`config.mk`:
```
export PLATFORM = sky130hd
export DESIGN_NAME = txs_shaper
export DESIGN_NICKNAME = d
export VERILOG_FILES = /design/src/rtl/txs_pkg.sv /design/src/rtl/txs_regs.sv /design/src/rtl/txs_prescale.sv /design/src/rtl/txs_bucket.sv /design/src/rtl/txs_shaper.sv
export SDC_FILE = /design/constraint.sdc
export NUM_CORES = 2
export LEC_CHECK = 0
export BUFFER_PORTS_ARGS = -buffer_cell sky130_fd_sc_hd__buf_4
export CAP_MARGIN = 20
export CORE_ASPECT_RATIO = 1.5
export CORE_MARGIN = 1
export CORE_UTILIZATION = 60
export CTS_CLUSTER_SIZE = 12
export DETAILED_ROUTE_END_ITERATION = 8
export HOLD_SLACK_MARGIN = 0.08
export MAX_ROUTING_LAYER = met4
export PLACE_DENSITY = 0.77
export SKIP_LAST_GASP = 1
export SYNTH_ARGS = -nofsm -noshare
export SYNTH_HDL_FRONTEND = slang
export SYNTH_SLANG_ARGS = --single-unit
```
`constraint.sdc`:
```
create_clock -name clk -period 16.25 [get_ports clk]
set_clock_uncertainty 0.1 [all_clocks]
set_input_delay 3.25 -clock clk [delete_from_list [all_inputs] [get_ports clk]]
set_output_delay 3.25 -clock clk [all_outputs]
set_load 0.01 [all_outputs]
```
`src/rtl/txs_pkg.sv`:
```
package txs_pkg;
  // Register map (byte addresses)
  localparam int ADDR_CMD         = 'h00;
  localparam int ADDR_PRESC       = 'h04;
  localparam int ADDR_REFILL_BASE = 'h20;
  localparam int ADDR_SIZE_BASE   = 'h40;
  // Command bit positions
  localparam int CMD_DIS_BIT      = 0;
  localparam int CMD_LEGACY_BIT   = 3;
  // Refill register field placement
  localparam int REFILL_PER_LSB   = 20;
  localparam int REFILL_AMT_LSB   = 0;
endpackage

```
`src/rtl/txs_regs.sv`:
```
module txs_regs
  import txs_pkg::*;
#(
  parameter int NQ        = 8,
  parameter int AW        = 8,
  parameter int DW        = 32,
  parameter int PW        = 16,
  parameter int PERW      = 10,
  parameter int AMTW      = 19,
  parameter int BW        = 31,
  parameter logic [PW-1:0] PRESC_RST = PW'(10),
  parameter logic [BW-1:0] BKT_RST   = {BW{1'b1}}
) (
  input  logic                      clk,
  input  logic                      rst,
  input  logic                      we,
  input  logic [AW-1:0]             addr,
  input  logic [DW-1:0]             wdata,
  output logic                      shaping_on,
  output logic [PW-1:0]             presc,
  output logic [NQ-1:0][PERW-1:0]   period,
  output logic [NQ-1:0][AMTW-1:0]   amount,
  output logic [NQ-1:0][BW-1:0]     size,
  output logic [NQ-1:0]             size_wr,
  output logic [BW-1:0]             size_val
);
  logic dis_q;
  logic legacy_q;

  wire hit_cmd   = we && (addr == AW'(ADDR_CMD));
  wire hit_presc = we && (addr == AW'(ADDR_PRESC));

  always_ff @(posedge clk) begin
    if (rst) begin
      dis_q    <= 1'b1;
      legacy_q <= 1'b1;
      presc    <= PRESC_RST;
    end else begin
      if (hit_cmd) begin
        dis_q    <= wdata[CMD_DIS_BIT];
        legacy_q <= wdata[CMD_LEGACY_BIT];
      end
      if (hit_presc) presc <= wdata[PW-1:0];
    end
  end

  assign shaping_on = !dis_q && !legacy_q;
  assign size_val   = wdata[BW-1:0];

  for (genvar q = 0; q < NQ; q++) begin : g_q
    wire hit_refill = we && (addr == AW'(ADDR_REFILL_BASE + 4*q));
    assign size_wr[q] = we && (addr == AW'(ADDR_SIZE_BASE + 4*q));

    always_ff @(posedge clk) begin
      if (rst) begin
        period[q] <= '0;
        amount[q] <= '0;
        size[q]   <= BKT_RST;
      end else begin
        if (hit_refill) begin
          period[q] <= wdata[REFILL_PER_LSB +: PERW];
          amount[q] <= wdata[REFILL_AMT_LSB +: AMTW];
        end
        if (size_wr[q]) size[q] <= wdata[BW-1:0];
      end
    end
  end
endmodule

```
`src/rtl/txs_prescale.sv`:
```
module txs_prescale #(
  parameter int PW = 16
) (
  input  logic          clk,
  input  logic          rst,
  input  logic          run,
  input  logic [PW-1:0] presc,
  output logic          tick
);
  logic [PW-1:0] cnt;
  wire  [PW:0]   cnt_nx = {1'b0, cnt} + (PW+1)'(1);

  assign tick = run && (cnt_nx >= {1'b0, presc});

  always_ff @(posedge clk) begin
    if (rst || !run) cnt <= '0;
    else if (tick)   cnt <= '0;
    else             cnt <= cnt_nx[PW-1:0];
  end
endmodule

```
`src/rtl/txs_bucket.sv`:
```
module txs_bucket #(
  parameter int PERW = 10,
  parameter int AMTW = 19,
  parameter int BW   = 31,
  parameter int CW   = 19,
  parameter logic [BW-1:0] BKT_RST = {BW{1'b1}}
) (
  input  logic            clk,
  input  logic            rst,
  input  logic            run,
  input  logic            tick,
  input  logic [PERW-1:0] period,
  input  logic [AMTW-1:0] amount,
  input  logic [BW-1:0]   size,
  input  logic            size_wr,
  input  logic [BW-1:0]   size_val,
  input  logic            req_hit,
  input  logic [CW-1:0]   cost,
  output logic [BW-1:0]   level,
  output logic            take
);
  localparam int SW = BW + 2;

  logic [PERW-1:0] pcnt;
  wire  [PERW:0]   pcnt_nx = {1'b0, pcnt} + (PERW+1)'(1);
  wire             evt     = tick && (pcnt_nx >= {1'b0, period});

  logic [SW-1:0] sum;
  logic [BW-1:0] nxt;

  assign take = run && req_hit && ({{(SW-BW){1'b0}}, level} >= SW'(cost));

  always_comb begin
    sum = {{(SW-BW){1'b0}}, level};
    if (evt)  sum = sum + SW'(amount);
    if (take) sum = sum - SW'(cost);
    if (sum > {{(SW-BW){1'b0}}, size}) nxt = size;
    else                               nxt = sum[BW-1:0];
  end

  always_ff @(posedge clk) begin
    if (rst || !run) pcnt <= '0;
    else if (evt)    pcnt <= '0;
    else if (tick)   pcnt <= pcnt_nx[PERW-1:0];
  end

  always_ff @(posedge clk) begin
    if (rst)          level <= BKT_RST;
    else if (size_wr) level <= size_val;
    else if (run)     level <= nxt;
  end
endmodule

```
`src/rtl/txs_shaper.sv`:
```
module txs_shaper #(
  parameter int NQ   = 8,
  parameter int AW   = 8,
  parameter int DW   = 32,
  parameter int PW   = 16,
  parameter int PERW = 10,
  parameter int AMTW = 19,
  parameter int BW   = 31,
  parameter int LW   = 16,
  parameter logic [PW-1:0] PRESC_RST = PW'(10),
  parameter logic [BW-1:0] BKT_RST   = {BW{1'b1}},
  localparam int QW  = (NQ > 1) ? $clog2(NQ) : 1,
  localparam int CW  = LW + 3
) (
  input  logic          clk,
  input  logic          rst,
  input  logic          cfg_we,
  input  logic [AW-1:0] cfg_addr,
  input  logic [DW-1:0] cfg_wdata,
  input  logic          req_valid,
  input  logic [QW-1:0] req_queue,
  input  logic [LW-1:0] req_len,
  input  logic [QW-1:0] lvl_sel,
  output logic          grant,
  output logic          shaping_on,
  output logic [BW-1:0] lvl_data
);
  logic [PW-1:0]           presc;
  logic [NQ-1:0][PERW-1:0] period;
  logic [NQ-1:0][AMTW-1:0] amount;
  logic [NQ-1:0][BW-1:0]   size;
  logic [NQ-1:0]           size_wr;
  logic [BW-1:0]           size_val;
  logic                    tick;
  logic [NQ-1:0][BW-1:0]   level;
  logic [NQ-1:0]           take;

  wire [CW-1:0] cost = {req_len, 3'b000};

  txs_regs #(
    .NQ(NQ), .AW(AW), .DW(DW), .PW(PW), .PERW(PERW), .AMTW(AMTW), .BW(BW),
    .PRESC_RST(PRESC_RST), .BKT_RST(BKT_RST)
  ) u_regs (
    .clk(clk), .rst(rst), .we(cfg_we), .addr(cfg_addr), .wdata(cfg_wdata),
    .shaping_on(shaping_on), .presc(presc), .period(period), .amount(amount),
    .size(size), .size_wr(size_wr), .size_val(size_val)
  );

  txs_prescale #(.PW(PW)) u_presc (
    .clk(clk), .rst(rst), .run(shaping_on), .presc(presc), .tick(tick)
  );

  for (genvar q = 0; q < NQ; q++) begin : g_bkt
    txs_bucket #(
      .PERW(PERW), .AMTW(AMTW), .BW(BW), .CW(CW), .BKT_RST(BKT_RST)
    ) u_bkt (
      .clk(clk), .rst(rst), .run(shaping_on), .tick(tick),
      .period(period[q]), .amount(amount[q]), .size(size[q]),
      .size_wr(size_wr[q]), .size_val(size_val),
      .req_hit(req_valid && (req_queue == QW'(q))), .cost(cost),
      .level(level[q]), .take(take[q])
    );
  end

  always_ff @(posedge clk) begin
    if (rst) begin
      grant    <= 1'b0;
      lvl_data <= '0;
    end else begin
      grant    <= req_valid && (!shaping_on || take[req_queue]);
      lvl_data <= level[lvl_sel];
    end
  end
endmodule

```
==> flow_summary.ini <==
[placement]
port_buffers = 97
dp_hpwl_um = 184000
post-place-cells = 9741
placed_area_um2 = 69230
dp_slack_ps = 5562
gp_congestion = 1.049

[sta]
final_hold_viol_count = 0
worst_pin_slew_ps = 1103
holdWs_ps = 352.6
relSlewSlack_pct = 26.22
fin_setup_tns_ps = 0
min_period_ps = 10630
finalWorstSetupSlack_ps = 5616
finalSetupViolations = 0
max_freq_mhz = 94.04
fin_crit_sh_pct = 65.44
rsz0062_at_grt = no
drv_slew = 0

[yosys]
synth.top_cell.area_share_pct = 26.00
syn_avg_cell_area_um2 = 7.881
synthCells = 8538
synth.most_common_cell = nand2_1
ys_top_cells_by_count = nand2_1, a21oi_1, dfxtp_1
yosysWarningCount = 0
syn_nets = 9381
yosys.area.top_type = dfxtp_1
synth.area.top_cells = dfxtp_1, ha_1, a21oi_1
synth_flop_cell = dfxtp_1
ys_ff_latch = 874
ys_async_sr_fraction_pct = 0
synth_edf_count = 0
ys_seq_area_share_pct = 26.00
syn_area_um2 = 67290
synth_cell_types = 93

[power_and_ir_drop]
powerDensity_nw_per_um2 = 68.63
p_leak_nw = 33.39
power_mw = 4.975
peakVddDrop_uv = 90.70

[layout]
drive_gt1_share_pct = 7.450
n_fill_cell = 9685
layout-area-overhead-vs-synth_pct = 7.737
multi_input_area_um2 = 46530
fin_area_um2 = 72500
finalNetCount = 9237
fin_util_pct = 65.14
regArea_um2 = 17500
fin_cells = 9922

[setup_path]
r2r_start = u_presc.cnt[0]$_SDFF_PP0_
reg2reg_depth = 41
reg2reg_to = g_bkt[0].u_bkt.level[0]$_SDFFE_PP1P_
critPathMaxFanout = 42
critPathMostFrequentCell = a21oi_1
path_class = flip-flop to flip-flop
crit_arrival_ps = 11200
startpoint_type = flip-flop
rrSetupSlack_ps = 5620
crit_end = g_bkt[0].u_bkt.level[0]$_SDFFE_PP1P_
critPathSlowestCell = a311o_1
cp.required_ps = 16810
setup.worst_path.start = u_presc.cnt[0]$_SDFF_PP0_
cpPeakStageDelay_ps = 550
cp-end-kind = flip-flop

[die]
start_util_pct = 60.46
die_area_um2 = 113500
rows = 150
ioPinCount = 99
die_w_um = 275.4
coreArea_um2 = 111300
die_h_um = 412.2

[clock_tree]
post_cts_resized = 0
clk_latency_ps = 750
cts-root-buf = clkbuf_16
clk_pin_slew_worst_paths_ps = 70
holdBufCountCts = 0
numCtsBuffers = 94
h-tree-depth = 3
cts_setup_buffers = 0
cts_max_path_buffers = 3
clock_sinks = 874
cts_tree = yes

[routing]
drt-wirelength-per-cell_um = 25.96
post-route-drc-count = 0
drt_first_pass_iters = 8
ant_nets = 0
drt_iter0_drc = 6776
via_count = 66080
drt-total-wl_um = 257600
routed_via_density = 6.660

[global_routing]
grt_pass1_vias = 62400
antenna_found_initial = 22
grt_remaining_overflow = 0
grt_max_degree = 89
grt_pass1_wl_um = 377000
grt_use_total_pct = 45.71

[job]
maxCapViolations = 0

[worst_hold_path]
hp-class = flip-flop to flip-flop

[status]
status = finished clean
## metal layers
layer	vias to the layer above	GRT usage, %	wire (um)
li1	30190	-	-
met1	31220	47.84	88580
met2	3382	69.89	114100
met3	1295	10.36	24880
met4	0	44.69	30050
met5	-	-	0
## kinds of logic (layout without fill, tap and decap cells)
logic type,after synthesis,count (layout),synth area share (%)
AND/OR/NAND/NOR,2555,2555,17.27
AO/OA/AOI/OAI,2426,2426,21.90
buffers and inverters,924,842,5.255
flip-flops,874,874,26.00
adder cells (fa/ha/maj),777,777,14.63
XOR/XNOR,543,543,7.068
multiplexers,439,439,7.880
other,0,22,0
## power breakdown
group	internal, mW	switching (mW)
logic	0.173	0.348
clock network	1.31	0.984
registers	2.15	0.00693
total	3.64	1.34
## placed cells by master, fill, tap and decap left out, drive strengths merged, types with 250 or more instances in the layout
cell    instances
dfxtp         874
xnor2         305
o211ai        250
ha            761
o21ai         602
inv           463
nand2        1175
a21oi         892
nor2          495
mux2i         271
## critical path, delay by kind of cell (launching register included)
family	cells	cell delay, ps
AOI/OAI and AO/OA	19	4860
xor gates and xnor gates	2	380
adders and majority gates	4	1080
buffers and inverters	5	1540
DFF	1	410
muxes	1	390
and+or+nand+nor	10	1730
## state kept, by name (all words and copies together), names as in the netlist
| name | flops |
|---|---|
| g_bkt.u_bkt.level | 248 |
| g_bkt.u_bkt.pcnt | 80 |
| grant | 1 |
| lvl_data | 31 |
| u_presc.cnt | 16 |
| u_regs.amount | 152 |
| u_regs.dis_q | 1 |
| u_regs.legacy_q | 1 |
| u_regs.period | 80 |
| u_regs.presc | 16 |
| u_regs.size | 248 |
## final cells by class
type,count,share of cell area [%]
Inverter,462,2.392
Multi-Input combinational cell,6740,64.19
Clock inverter,25,0.6006
Sequential cell,874,24.13
Antenna cell,22,0.07594
Clock buffer,133,3.780
Timing Repair Buffer,222,2.337
Tap cell,1444,2.492
## worst min-delay path by stage
stage / slack (ps) / cells after the start / to / from
2_1_floorplan: 340 / 2 / u_regs.period[11]$_SDFFE_PP0P_ / u_regs.period[11]$_SDFFE_PP0P_
3_3_place_gp: 340 / 2 / u_regs.period[2]$_SDFFE_PP0P_ / u_regs.period[2]$_SDFFE_PP0P_
3_5_place_dp: 350 / 2 / u_regs.period[1]$_SDFFE_PP0P_ / u_regs.period[1]$_SDFFE_PP0P_
4_1_cts: 360 / 2 / u_regs.period[1]$_SDFFE_PP0P_ / u_regs.period[1]$_SDFFE_PP0P_
5_1_grt: 370 / 2 / u_regs.period[55]$_SDFFE_PP0P_ / u_regs.period[55]$_SDFFE_PP0P_
6_report: 350 / 2 / u_regs.period[4]$_SDFFE_PP0P_ / u_regs.period[4]$_SDFFE_PP0P_
Power figures use the tool's default switching activity.
